### src/rtl/eii_pkg.sv
package eii_pkg;
  typedef enum logic [1:0] {
    MODE_OFF  = 2'd0,
    MODE_EIOS = 2'd1,
    MODE_RS   = 2'd2,
    MODE_LB   = 2'd3
  } eii_mode_e;
endpackage

### src/rtl/eii_mode_dec.sv
module eii_mode_dec
  import eii_pkg::*;
(
  input  logic       infer_en_i,
  input  logic [2:0] sel_i,
  output eii_mode_e  mode_o
);
  always_comb begin
    if (!infer_en_i)      mode_o = MODE_OFF;
    else if (!sel_i[2])   mode_o = MODE_EIOS;
    else begin
      unique case (sel_i[1:0])
        2'b10:   mode_o = MODE_RS;
        2'b11:   mode_o = MODE_LB;
        default: mode_o = MODE_OFF;
      endcase
    end
  end
endmodule

### src/rtl/eii_eios_track.sv
module eii_eios_track (
  input  logic clk_i,
  input  logic rst_ni,
  input  logic eios_det_i,
  input  logic sig_det_i,
  output logic flag_o
);
  logic flag_q;

  // set has priority over a coincident exit
  always_ff @(posedge clk_i or negedge rst_ni) begin
    if (!rst_ni)         flag_q <= 1'b0;
    else if (eios_det_i) flag_q <= 1'b1;
    else if (sig_det_i)  flag_q <= 1'b0;
  end

  assign flag_o = flag_q;


  eios_set_chk: assert property (@(posedge clk_i) disable iff (!rst_ni)
    eios_det_i |=> flag_q);

  eios_hold_chk: assert property (@(posedge clk_i) disable iff (!rst_ni)
    (flag_q && !sig_det_i) |=> flag_q);
endmodule

### src/rtl/eii_idle_timer.sv
module eii_idle_timer #(
  parameter int unsigned         LIMIT      = 200,
  parameter int unsigned         STATE_W    = 4,
  parameter logic [STATE_W-1:0]  STATE_CODE = '0
) (
  input  logic               clk_i,
  input  logic               rst_ni,
  input  logic [STATE_W-1:0] state_i,
  input  logic               sig_det_i,
  input  logic               tick_i,
  output logic               flag_o
);
  localparam int unsigned CW = $clog2(LIMIT + 1);
  localparam logic [CW-1:0] LAST = CW'(LIMIT - 1);

  logic [CW-1:0] cnt_q;
  logic          flag_q;
  logic          in_state;

  assign in_state = (state_i == STATE_CODE);

  always_ff @(posedge clk_i or negedge rst_ni) begin
    if (!rst_ni) begin
      cnt_q  <= '0;
      flag_q <= 1'b0;
    end else if (sig_det_i) begin
      cnt_q  <= '0;
      flag_q <= 1'b0;
    end else if (!in_state || flag_q) begin
      cnt_q  <= '0;
    end else if (tick_i) begin
      if (cnt_q == LAST) begin
        cnt_q  <= '0;
        flag_q <= 1'b1;
      end else begin
        cnt_q  <= cnt_q + 1'b1;
      end
    end
  end

  assign flag_o = flag_q;


  no_overflow_chk: assert property (@(posedge clk_i) disable iff (!rst_ni)
    cnt_q <= LAST);

  exit_clears_chk: assert property (@(posedge clk_i) disable iff (!rst_ni)
    sig_det_i |=> (!flag_q && cnt_q == '0));

  leave_restart_chk: assert property (@(posedge clk_i) disable iff (!rst_ni)
    (!in_state && !sig_det_i) |=> (cnt_q == '0 && flag_q == $past(flag_q)));

  rise_cause_chk: assert property (@(posedge clk_i) disable iff (!rst_ni)
    $rose(flag_q) |-> $past(tick_i && in_state && !sig_det_i));
endmodule

### src/rtl/eidle_infer_unit.sv
module eidle_infer_unit
  import eii_pkg::*;
#(
  parameter int unsigned        UI_WIN     = 2000,
  parameter int unsigned        UI_PER_SYM = 10,
  parameter int unsigned        CLK_MHZ    = 125,
  parameter int unsigned        LB_US      = 128,
  parameter int unsigned        STATE_W    = 4,
  parameter logic [STATE_W-1:0] RS_CODE    = 4'h6,
  parameter logic [STATE_W-1:0] LB_CODE    = 4'hA
) (
  input  logic               clk_i,
  input  logic               rst_ni,
  input  logic [2:0]         sel_i,
  input  logic               infer_en_i,
  input  logic               eios_det_i,
  input  logic               sig_det_i,
  input  logic [STATE_W-1:0] state_i,
  input  logic               sym_valid_i,
  output logic               eidle_o
);
  localparam int unsigned RS_SYMS = UI_WIN / UI_PER_SYM;
  localparam int unsigned LB_CYC  = CLK_MHZ * LB_US;

  eii_mode_e mode;
  logic      eios_flag, rs_flag, lb_flag;

  eii_mode_dec i_dec (
    .infer_en_i (infer_en_i),
    .sel_i      (sel_i),
    .mode_o     (mode)
  );

  eii_eios_track i_eios (
    .clk_i      (clk_i),
    .rst_ni     (rst_ni),
    .eios_det_i (eios_det_i),
    .sig_det_i  (sig_det_i),
    .flag_o     (eios_flag)
  );

  // strobe-counted window
  eii_idle_timer #(
    .LIMIT(RS_SYMS), .STATE_W(STATE_W), .STATE_CODE(RS_CODE)
  ) i_rs_tmr (
    .clk_i     (clk_i),
    .rst_ni    (rst_ni),
    .state_i   (state_i),
    .sig_det_i (sig_det_i),
    .tick_i    (sym_valid_i),
    .flag_o    (rs_flag)
  );

  // cycle-counted window
  eii_idle_timer #(
    .LIMIT(LB_CYC), .STATE_W(STATE_W), .STATE_CODE(LB_CODE)
  ) i_lb_tmr (
    .clk_i     (clk_i),
    .rst_ni    (rst_ni),
    .state_i   (state_i),
    .sig_det_i (sig_det_i),
    .tick_i    (1'b1),
    .flag_o    (lb_flag)
  );

  always_comb begin
    unique case (mode)
      MODE_EIOS: eidle_o = eios_flag;
      MODE_RS:   eidle_o = rs_flag;
      MODE_LB:   eidle_o = lb_flag;
      default:   eidle_o = !sig_det_i;
    endcase
  end


  rs_eios_blind_chk: assert property (@(posedge clk_i) disable iff (!rst_ni)
    (mode == MODE_RS && $past(mode == MODE_RS) && !sig_det_i && !$past(sig_det_i)
     && $past(state_i != RS_CODE)) |-> eidle_o == $past(eidle_o));
endmodule

### config.mk
export PLATFORM = sky130hd
export DESIGN_NAME = eidle_infer_unit
export DESIGN_NICKNAME = d
export VERILOG_FILES = /design/src/rtl/eii_pkg.sv /design/src/rtl/eii_mode_dec.sv /design/src/rtl/eii_eios_track.sv /design/src/rtl/eii_idle_timer.sv /design/src/rtl/eidle_infer_unit.sv
export SDC_FILE = /design/constraint.sdc
export NUM_CORES = 1
export LEC_CHECK = 0
export ABC_AREA = 1
export BUFFER_PORTS_ARGS = -buffer_cell sky130_fd_sc_hd__buf_2
export CAP_MARGIN = 20
export CORE_AREA = 2 2 65 67
export CTS_CLUSTER_DIAMETER = 80
export CTS_CLUSTER_SIZE = 12
export DETAILED_ROUTE_END_ITERATION = 7
export DIE_AREA = 0 0 67 69
export PLACE_DENSITY = 0.66
export SLEW_MARGIN = 40
export SYNTH_ARGS = -nofsm -noshare
export SYNTH_HDL_FRONTEND = slang
export SYNTH_SLANG_ARGS = --single-unit
### constraint.sdc
create_clock -name clk_i -period 4 [get_ports clk_i]
set_clock_uncertainty 0.1 [all_clocks]
set_input_delay 0.8 -clock clk_i [delete_from_list [all_inputs] [get_ports clk_i]]
set_output_delay 0.8 -clock clk_i [all_outputs]
set_load 0.01 [all_outputs]
==> reports/summary.log, run 1 <==
[logic_synthesis] flip-flop and latch count after synthesis 25
[logic_synthesis] cell with the most instances after synthesis sky130_fd_sc_hd__nand2_1
[floorplan] number of placement rows 23
[sta] Period Utilization, post-route 0.580
[cells_and_area] fraction of layout instances using a drive strength above 1 0.126
[cts] CTS tree built
[logic_synthesis] cell type with the highest aggregate area in the netlist sky130_fd_sc_hd__dfrtp_1
[placed_design] total placed instance area 0.00162 mm2
[logic_synthesis] synthesized instance count 206
[sta] setup repair after global routing missed its margin no
[setup_path] slack of the worst reg-to-reg path 2460 ps
[cells_and_area] nets 239
[drt] post-detailed-routing wire length 2960 um
[sta] Max Transition Viols Final 0
[cts] cts-stage hold buffer count 0
[power_and_ir_drop] worst-case vdd ir drop 0.238 mV
[setup_path] startpoint kind of the worst setup timing path input port
[floorplan] Die Outline Area 0.00462 mm2
[setup_path] cell depth of the worst flop-to-flop path 8
[cells_and_area] final std cell area, no fill 0.00167 mm2
[sta] Worst Tran Pin Value 576 ps
[cells_and_area] share of the core filled with cells in the final layout 0.426
[floorplan] core area 0.00391 mm2
[logic_synthesis] share of the yosys chip area belonging to registers 0.419
[placed_design] Port Buf Inserts 13
[cts] Skew-Pair Late Insertion Delay 270 ps
[setup_path] end of the worst register-to-register path i_lb_tmr.cnt_q[12]
[flow_run] max-cap viol count 0
[drt] drt initial violations 45
[floorplan] number of I/O pins 14
[setup_path] Req. time, crit path 3100 ps
[setup_path] cell with the largest stage delay on the worst path sky130_fd_sc_hd__o211ai_1
[power_and_ir_drop] P per Cell Area 257 mW/mm2
[drt] routed vias 1310
[setup_path] buffering stage count on the worst path with inverters included 2
[worst_hold_path] Hold Crit Class reg -> reg
[drt] per-cell via count in the routed design 4.80
[power_and_ir_drop] total power of the final layout 0.000429 W
[cts] clock-pin transition on the worst setup and hold timing paths 90 ps
[setup_path] critical path endpoint category primary output
[placed_design] half-perimeter wire length after detailed placement 2260 um
[floorplan] effective utilization at floorplan 0.382
[worst_hold_path] end point of the worst hold path i_lb_tmr.cnt_q[0]
[sta] post-route minimum period 2320 ps
[logic_synthesis] Area contributors post-synth sky130_fd_sc_hd__dfrtp_1 (42%), sky130_fd_sc_hd__nand2_1 (13%), sky130_fd_sc_hd__nor2_1 (8.8%)
[setup_path] critical setup path kind in -> out
[setup_path] series of cell instances along the critical path buf_2, o211ai_1, nand2_1, a22oi_1, buf_2
[worst_hold_path] hold path startpoint i_lb_tmr.cnt_q[0]
[cells_and_area] Antenna Diode Count 0
[cts] total clock buffers created by CTS 3
[logic_synthesis] Cell Area, Synth 0.00149 mm2
[setup_path] most frequent CP cell sky130_fd_sc_hd__buf_2
[global_route] first-pass GRT wire length 5370 um
[setup_path] arrival time at the worst endpoint 1420 ps
[logic_synthesis] distinct cell type count after synthesis 27
[logic_synthesis] most frequent cells after synthesis sky130_fd_sc_hd__nand2_1 (50), sky130_fd_sc_hd__nor2_1 (35), sky130_fd_sc_hd__inv_1 (32)
[placed_design] weighted congestion reported at the end of routability-driven placement 0.835
[cts] Root Buffer sky130_fd_sc_hd__clkbuf_8
[drt] number of DRC violations after detailed routing 0
[sta] final number of setup-violating endpoints 0
[sta] Slew headroom 0.616
[global_route] final global-route overflow total 0
[sta] Setup Total Neg Slack 0 ps
[setup_path] Worst R2R Start i_lb_tmr.cnt_q[0]
[setup_path] Slowest Stage Delay on Critical Path 160 ps
[worst_hold_path] number of cells traversed by the worst hold path 1
[cells_and_area] area grow syn2layout 11.6%
[drt] Detailed Routing Iterations Pass 1 4
[cts] Clock Sink Count 25
[logic_synthesis] post-synthesis area per instance 7.25 um2
[cts] H-tree levels 1
[logic_synthesis] share of async-settable or async-resettable flops after synthesis 1.00
[drt] Routed WL per cell 10.8 um
[cells_and_area] Fill cells 427
[logic_synthesis] top-area cell type share of the netlist area 0.419
[drt] antenna viol nets, final 0
[sta] number of hold-slack violations in the final timing report 0
[cells_and_area] non-filler instance count after layout 273
[floorplan] Die Span X 67 um
[setup_path] cell family contributing the most delay on the critical path compound AO/OA/AOI/OAI gates
[global_route] via count of the first global-routing pass 1278
[cts] Max Root-Sink Buffers 2
[floorplan] Die Ht 69 um
[power_and_ir_drop] Leak Pwr 0.804 nW
[global_route] antenna violations before repair 0
[logic_synthesis] Yosys Warn Count 0
[placed_design] total instance count after detailed placement 269
[outcome] result of the run complete, no violations
[global_route] maximum number of pins on one net before global-route repair 26
[sta] maximum operating frequency 431 MHz
[cts] number of cells upsized or downsized after cts 0
[logic_synthesis] ys flop type sky130_fd_sc_hd__dfrtp_1
[logic_synthesis] Synthesized Nets 221
[logic_synthesis] EDFF count, synth 0
[setup_path] Max Fanout on Critical Path 2
[global_route] all-layer global routing usage 0.144
[cts] post-CTS setup buffer count 0
==> cells by family after synthesis <==
logic type / share of synthesized area
compound gates: 0.0595
xor+xnor: 0.0293
fa+ha+maj: 0.0167
buf+inv: 0.0846
flops: 0.419
simple gates: 0.391
==> layer usage <==
layer / part of all wire / routed length (um) / GRT usage / vias up
met1: 0.49 / 1450 / 0.186 / 611
met5: 0 / 0 / 0 / -
li1: - / - / - / 689
met4: 0.0061 / 18 / 0.0249 / 0
met3: 0.025 / 73 / 0.0392 / 2
met2: 0.48 / 1420 / 0.242 / 8
==> power by group <==
group / internal [W] / leakage [nW] / switching, W
logic: 0.00000862 / 0.432 / 0.0000164
clock network: 0.0000697 / 0.0255 / 0.0000806
registers: 0.000253 / 0.346 / 0.000000690
total: 0.000332 / 0.804 / 0.0000977
==> layout by cell type, fill, tap and decap left out, drive strengths merged, types with 3 or more instances in the layout <==
cell | netlist | routed
xor2 | 3 | 3
nand3 | 19 | 19
nand2 | 53 | 53
dfrtp | 25 | 25
clkbuf | 0 | 3
buf | 0 | 13
nand4 | 7 | 7
a21oi | 3 | 3
nor2 | 39 | 39
o21ai | 6 | 6
inv | 33 | 33
nor3 | 6 | 6
==> state kept, by name (all words and copies together) (netlist names) <==
| signal | count |
|---|---|
| i_rs_tmr.flag_o | 1 |
| i_rs_tmr.cnt_q | 8 |
| i_lb_tmr.cnt_q | 14 |
| i_lb_tmr.flag_o | 1 |
| i_eios.flag_o | 1 |
==> stage by stage <==
step	setup slack, ps	hold WS (ps)
floorplan	1860	348
global placement	1700	370
detailed placement	1680	382
CTS	1680	395
global route	1560	402
finish	1680	384
==> worst register-to-register path, delay by kind of cell, from the launching register on <==
kind	cells	cell delay, ps
fa+ha+maj	1	230
buf+inv	1	100
flops	1	390
simple gates	6	630
==> area by class of cell <==
type,count,area (um2),share of cell area
multi-input combinational,148,742,0.445
sequential,25,626,0.375
inverter,33,126,0.0758
timing repair buffer,13,65.1,0.0390
tap,50,62.6,0.0375
clock buffer,3,41.3,0.0248
clock inverter,1,5.00,0.00300
==> worst max-delay path by stage <==
stage / startpoint / end / slack [ps] / depth (start not counted)
after global placement: sel_i[0] / eidle_o / 1700 / 5
after floorplan: sel_i[0] / eidle_o / 1860 / 3
after CTS: sel_i[0] / eidle_o / 1680 / 5
after detailed placement: sel_i[0] / eidle_o / 1680 / 5
final: sel_i[0] / eidle_o / 1680 / 5
after global routing: sel_i[0] / eidle_o / 1560 / 5
(Power assumes the default switching activity.)
==> run 2: changes to the inputs <==
- clock period: 4 -> 2.15 ns (I/O delays scaled with it)
==> run 2 against run 1 <==
Net effect: clock-buffer cell count grew 1; register-to-register slack got worse by 1800 ps; die area is the same; first-iteration DRC count is 40% higher; critical path depth is the same; critical path type is now reg -> out; critical endpoint unchanged; largest cell class unchanged.
==> reports/summary.log, run 2 (synthesis gave the netlist of run 1 again) <==
[outcome] result of the run complete, no violations [unchanged]
[power_and_ir_drop] P per Cell Area 478 mW/mm2 [was 257 mW/mm2]
[sta] setup repair after global routing missed its margin no [unchanged]
[drt] per-cell via count in the routed design 4.71 [was 4.80]
[floorplan] number of I/O pins 14 [unchanged]
[placed_design] Setup Slack @ Placement 567 ps [was 1680 ps]
[drt] Routed WL per cell 10.7 um [was 10.8 um]
[cells_and_area] most common library cell in the layout ignoring fill and taps sky130_fd_sc_hd__nand2_1 [unchanged]
[cts] Skew-Pair Late Insertion Delay 270 ps [about the same]
[global_route] met1 Usage GRT 0.176 [was 0.186]
[cells_and_area] fraction of layout instances using a drive strength above 1 0.121 [was 0.126]
[setup_path] cell with the largest stage delay on the worst path sky130_fd_sc_hd__dfrtp_1 [was sky130_fd_sc_hd__o211ai_1]
[cells_and_area] nets 239 [unchanged]
[setup_path] critical setup path kind reg -> out [was in -> out]
[cts] Max Root-Sink Buffers 2 [unchanged]
[sta] Period Utilization, post-route 0.810
[setup_path] Stages on worst setup path 5 [unchanged]
[placed_design] total placed instance area 0.00162 mm2 [unchanged]
[global_route] via count of the first global-routing pass 1227 [was 1278]
[cells_and_area] area grow syn2layout 11.6% [about the same]
[global_route] all-layer global routing usage 0.142 [was 0.144]
[drt] antenna viol nets, final 0 [unchanged]
[cells_and_area] commonest non-fill, non-tap cells in the layout sky130_fd_sc_hd__nand2_1 (50), sky130_fd_sc_hd__nor2_1 (35), sky130_fd_sc_hd__inv_1 (32) [unchanged]
[cells_and_area] final std cell area, no fill 0.00167 mm2 [about the same]
[floorplan] Die Ht 69 um [unchanged]
[setup_path] buffering stage count on the worst path with inverters included 2 [unchanged]
[cells_and_area] multi-input gate area in the final layout 742 um2 [unchanged]
[setup_path] critical path endpoint category primary output [unchanged]
[setup_path] Worst R2R Start i_lb_tmr.cnt_q[0] [unchanged]
[sta] Worst Tran Pin Value 582 ps [was 576 ps]
[cells_and_area] registers with the highest flip-flop counts i_lb_tmr.cnt_q: 14 flops, i_rs_tmr.cnt_q: 8 flops [unchanged]
[sta] worst hold slack 53.4 ps [was 384 ps]
[placed_design] Port Buf Inserts 13 [unchanged]
[flow_run] max-cap viol count 0 [unchanged]
[setup_path] Max Fanout on Critical Path 4 [was 2]
[cts] number of cells upsized or downsized after cts 0 [unchanged]
[global_route] first-pass GRT wire length 5240 um [was 5370 um]
[cts] H-tree levels 1 [unchanged]
[cells_and_area] footprint of the flip-flops and latches 626 um2 [unchanged]
[setup_path] series of cell instances along the critical path inv_1, o211ai_1, nand2_1, a22oi_1, buf_2 [was buf_2, o211ai_1, nand2_1, a22oi_1, buf_2]
[setup_path] cell family contributing the most delay on the critical path flip-flops [was compound AO/OA/AOI/OAI gates]
[sta] Setup Total Neg Slack 0 ps [unchanged]
[sta] final number of setup-violating endpoints 0 [unchanged]
[cts] total clock buffers created by CTS 3 [unchanged]
[sta] post-route minimum period 1740 ps
[global_route] busiest grt layer met2 [unchanged]
[cts] cts-stage hold buffer count 0 [unchanged]
[cts] clock-pin transition on the worst setup and hold timing paths 90 ps [about the same]
[setup_path] cell depth of the worst flop-to-flop path 8 [unchanged]
[power_and_ir_drop] worst-case vdd ir drop 0.293 mV [was 0.238 mV]
[global_route] met2 track utilization from global routing 0.246 [was 0.242]
[floorplan] Die Outline Area 0.00462 mm2 [unchanged]
[cts] post-CTS setup buffer count 0 [unchanged]
[cells_and_area] non-filler instance count after layout 273 [unchanged]
[sta] Slew headroom 0.612 [was 0.616]
[global_route] antenna violations before repair 0 [unchanged]
[worst_hold_path] Hold Crit Class in -> async [was reg -> reg]
[sta] number of hold-slack violations in the final timing report 0 [unchanged]
[placed_design] weighted congestion reported at the end of routability-driven placement 0.827 [was 0.835]
[setup_path] startpoint kind of the worst setup timing path flop [was input port]
[cells_and_area] register with the highest flop count i_lb_tmr.cnt_q [unchanged]
[cts] Clock Sink Count 25 [unchanged]
[floorplan] Die Span X 67 um [unchanged]
[sta] maximum operating frequency 574 MHz
[drt] routed vias 1285 [was 1310]
[drt] number of DRC violations after detailed routing 0 [unchanged]
[cts] Root Buffer sky130_fd_sc_hd__clkbuf_8 [unchanged]
[setup_path] arrival time at the worst endpoint 1210 ps [was 1420 ps]
[drt] post-detailed-routing wire length 2920 um [was 2960 um]
[sta] Max Transition Viols Final 0 [unchanged]
[cells_and_area] Fill cells 416 [was 427]
[drt] Detailed Routing Iterations Pass 1 4 [unchanged]
[cells_and_area] number of flip-flops under the largest register name 14 [unchanged]
[cts] CTS tree built [unchanged]
[placed_design] total instance count after detailed placement 269 [unchanged]
[setup_path] Slowest Stage Delay on Critical Path 350 ps [was 160 ps]
[sta] worst setup margin 408 ps [was 1680 ps]
[floorplan] number of placement rows 23 [unchanged]
[global_route] met3 usage 0.0343 [was 0.0392]
[setup_path] Req. time, crit path 1620 ps [was 3100 ps]
[setup_path] slack of the worst reg-to-reg path 620 ps [was 2460 ps]
[setup_path] end of the worst register-to-register path i_lb_tmr.cnt_q[12] [unchanged]
[global_route] maximum number of pins on one net before global-route repair 26 [unchanged]
[power_and_ir_drop] Leak Pwr 0.801 nW [was 0.804 nW]
[global_route] final global-route overflow total 0 [unchanged]
[drt] drt initial violations 63 [was 45]
[placed_design] half-perimeter wire length after detailed placement 2180 um [was 2260 um]
[floorplan] effective utilization at floorplan 0.382 [unchanged]
[cells_and_area] Antenna Diode Count 0 [unchanged]
[floorplan] core area 0.00391 mm2 [unchanged]
-- run 2: routing by layer --
metal,routed length (um),up-vias
met1,1440,578
met4,22,0
met2,1390,14
li1,-,691
met5,0,-
met3,73,2
-- run 2: through the flow --
| stage | utilization | power (W) |
|---|---|---|
| floorplan | - | 0.000499 |
| global placement | 0.414 | 0.000528 |
| detailed placement | 0.414 | 0.000529 |
| CTS | 0.426 | 0.000817 |
| global route | 0.426 | 0.000841 |
| finish | 0.426 | 0.000796 |
-- run 2: area by class of cell --
| class | instances | area share |
|---|---|---|
| Clock buffer | 4 | 0.0270 |
| Inverter | 33 | 0.0758 |
| Multi-Input combinational cell | 148 | 0.445 |
| Sequential cell | 25 | 0.375 |
| Tap cell | 50 | 0.0375 |
| Timing Repair Buffer | 13 | 0.0390 |
-- run 2: worst max path at each step --
stage                     from  slack [ps]       to
2_1_floorplan         sel_i[0]         750  eidle_o
3_3_place_gp          sel_i[0]         580  eidle_o
3_5_place_dp          sel_i[0]         570  eidle_o
4_1_cts        i_rs_tmr.flag_o         390  eidle_o
5_1_grt        i_rs_tmr.flag_o         300  eidle_o
6_report       i_rs_tmr.flag_o         410  eidle_o
-- run 2: power by group --
group | internal, W | switching, W
Sequential | 0.000471 | 0.00000119
Combinational | 0.0000160 | 0.0000296
Clock | 0.000132 | 0.000145
Total | 0.000620 | 0.000176
-- run 2: worst reg2reg max path: cells and delay by family, from the launching register on --
kind | cells | cell delay, ps
fa+ha+maj | 1 | 230
buf+inv | 1 | 100
flops | 1 | 390
simple gates | 6 | 600
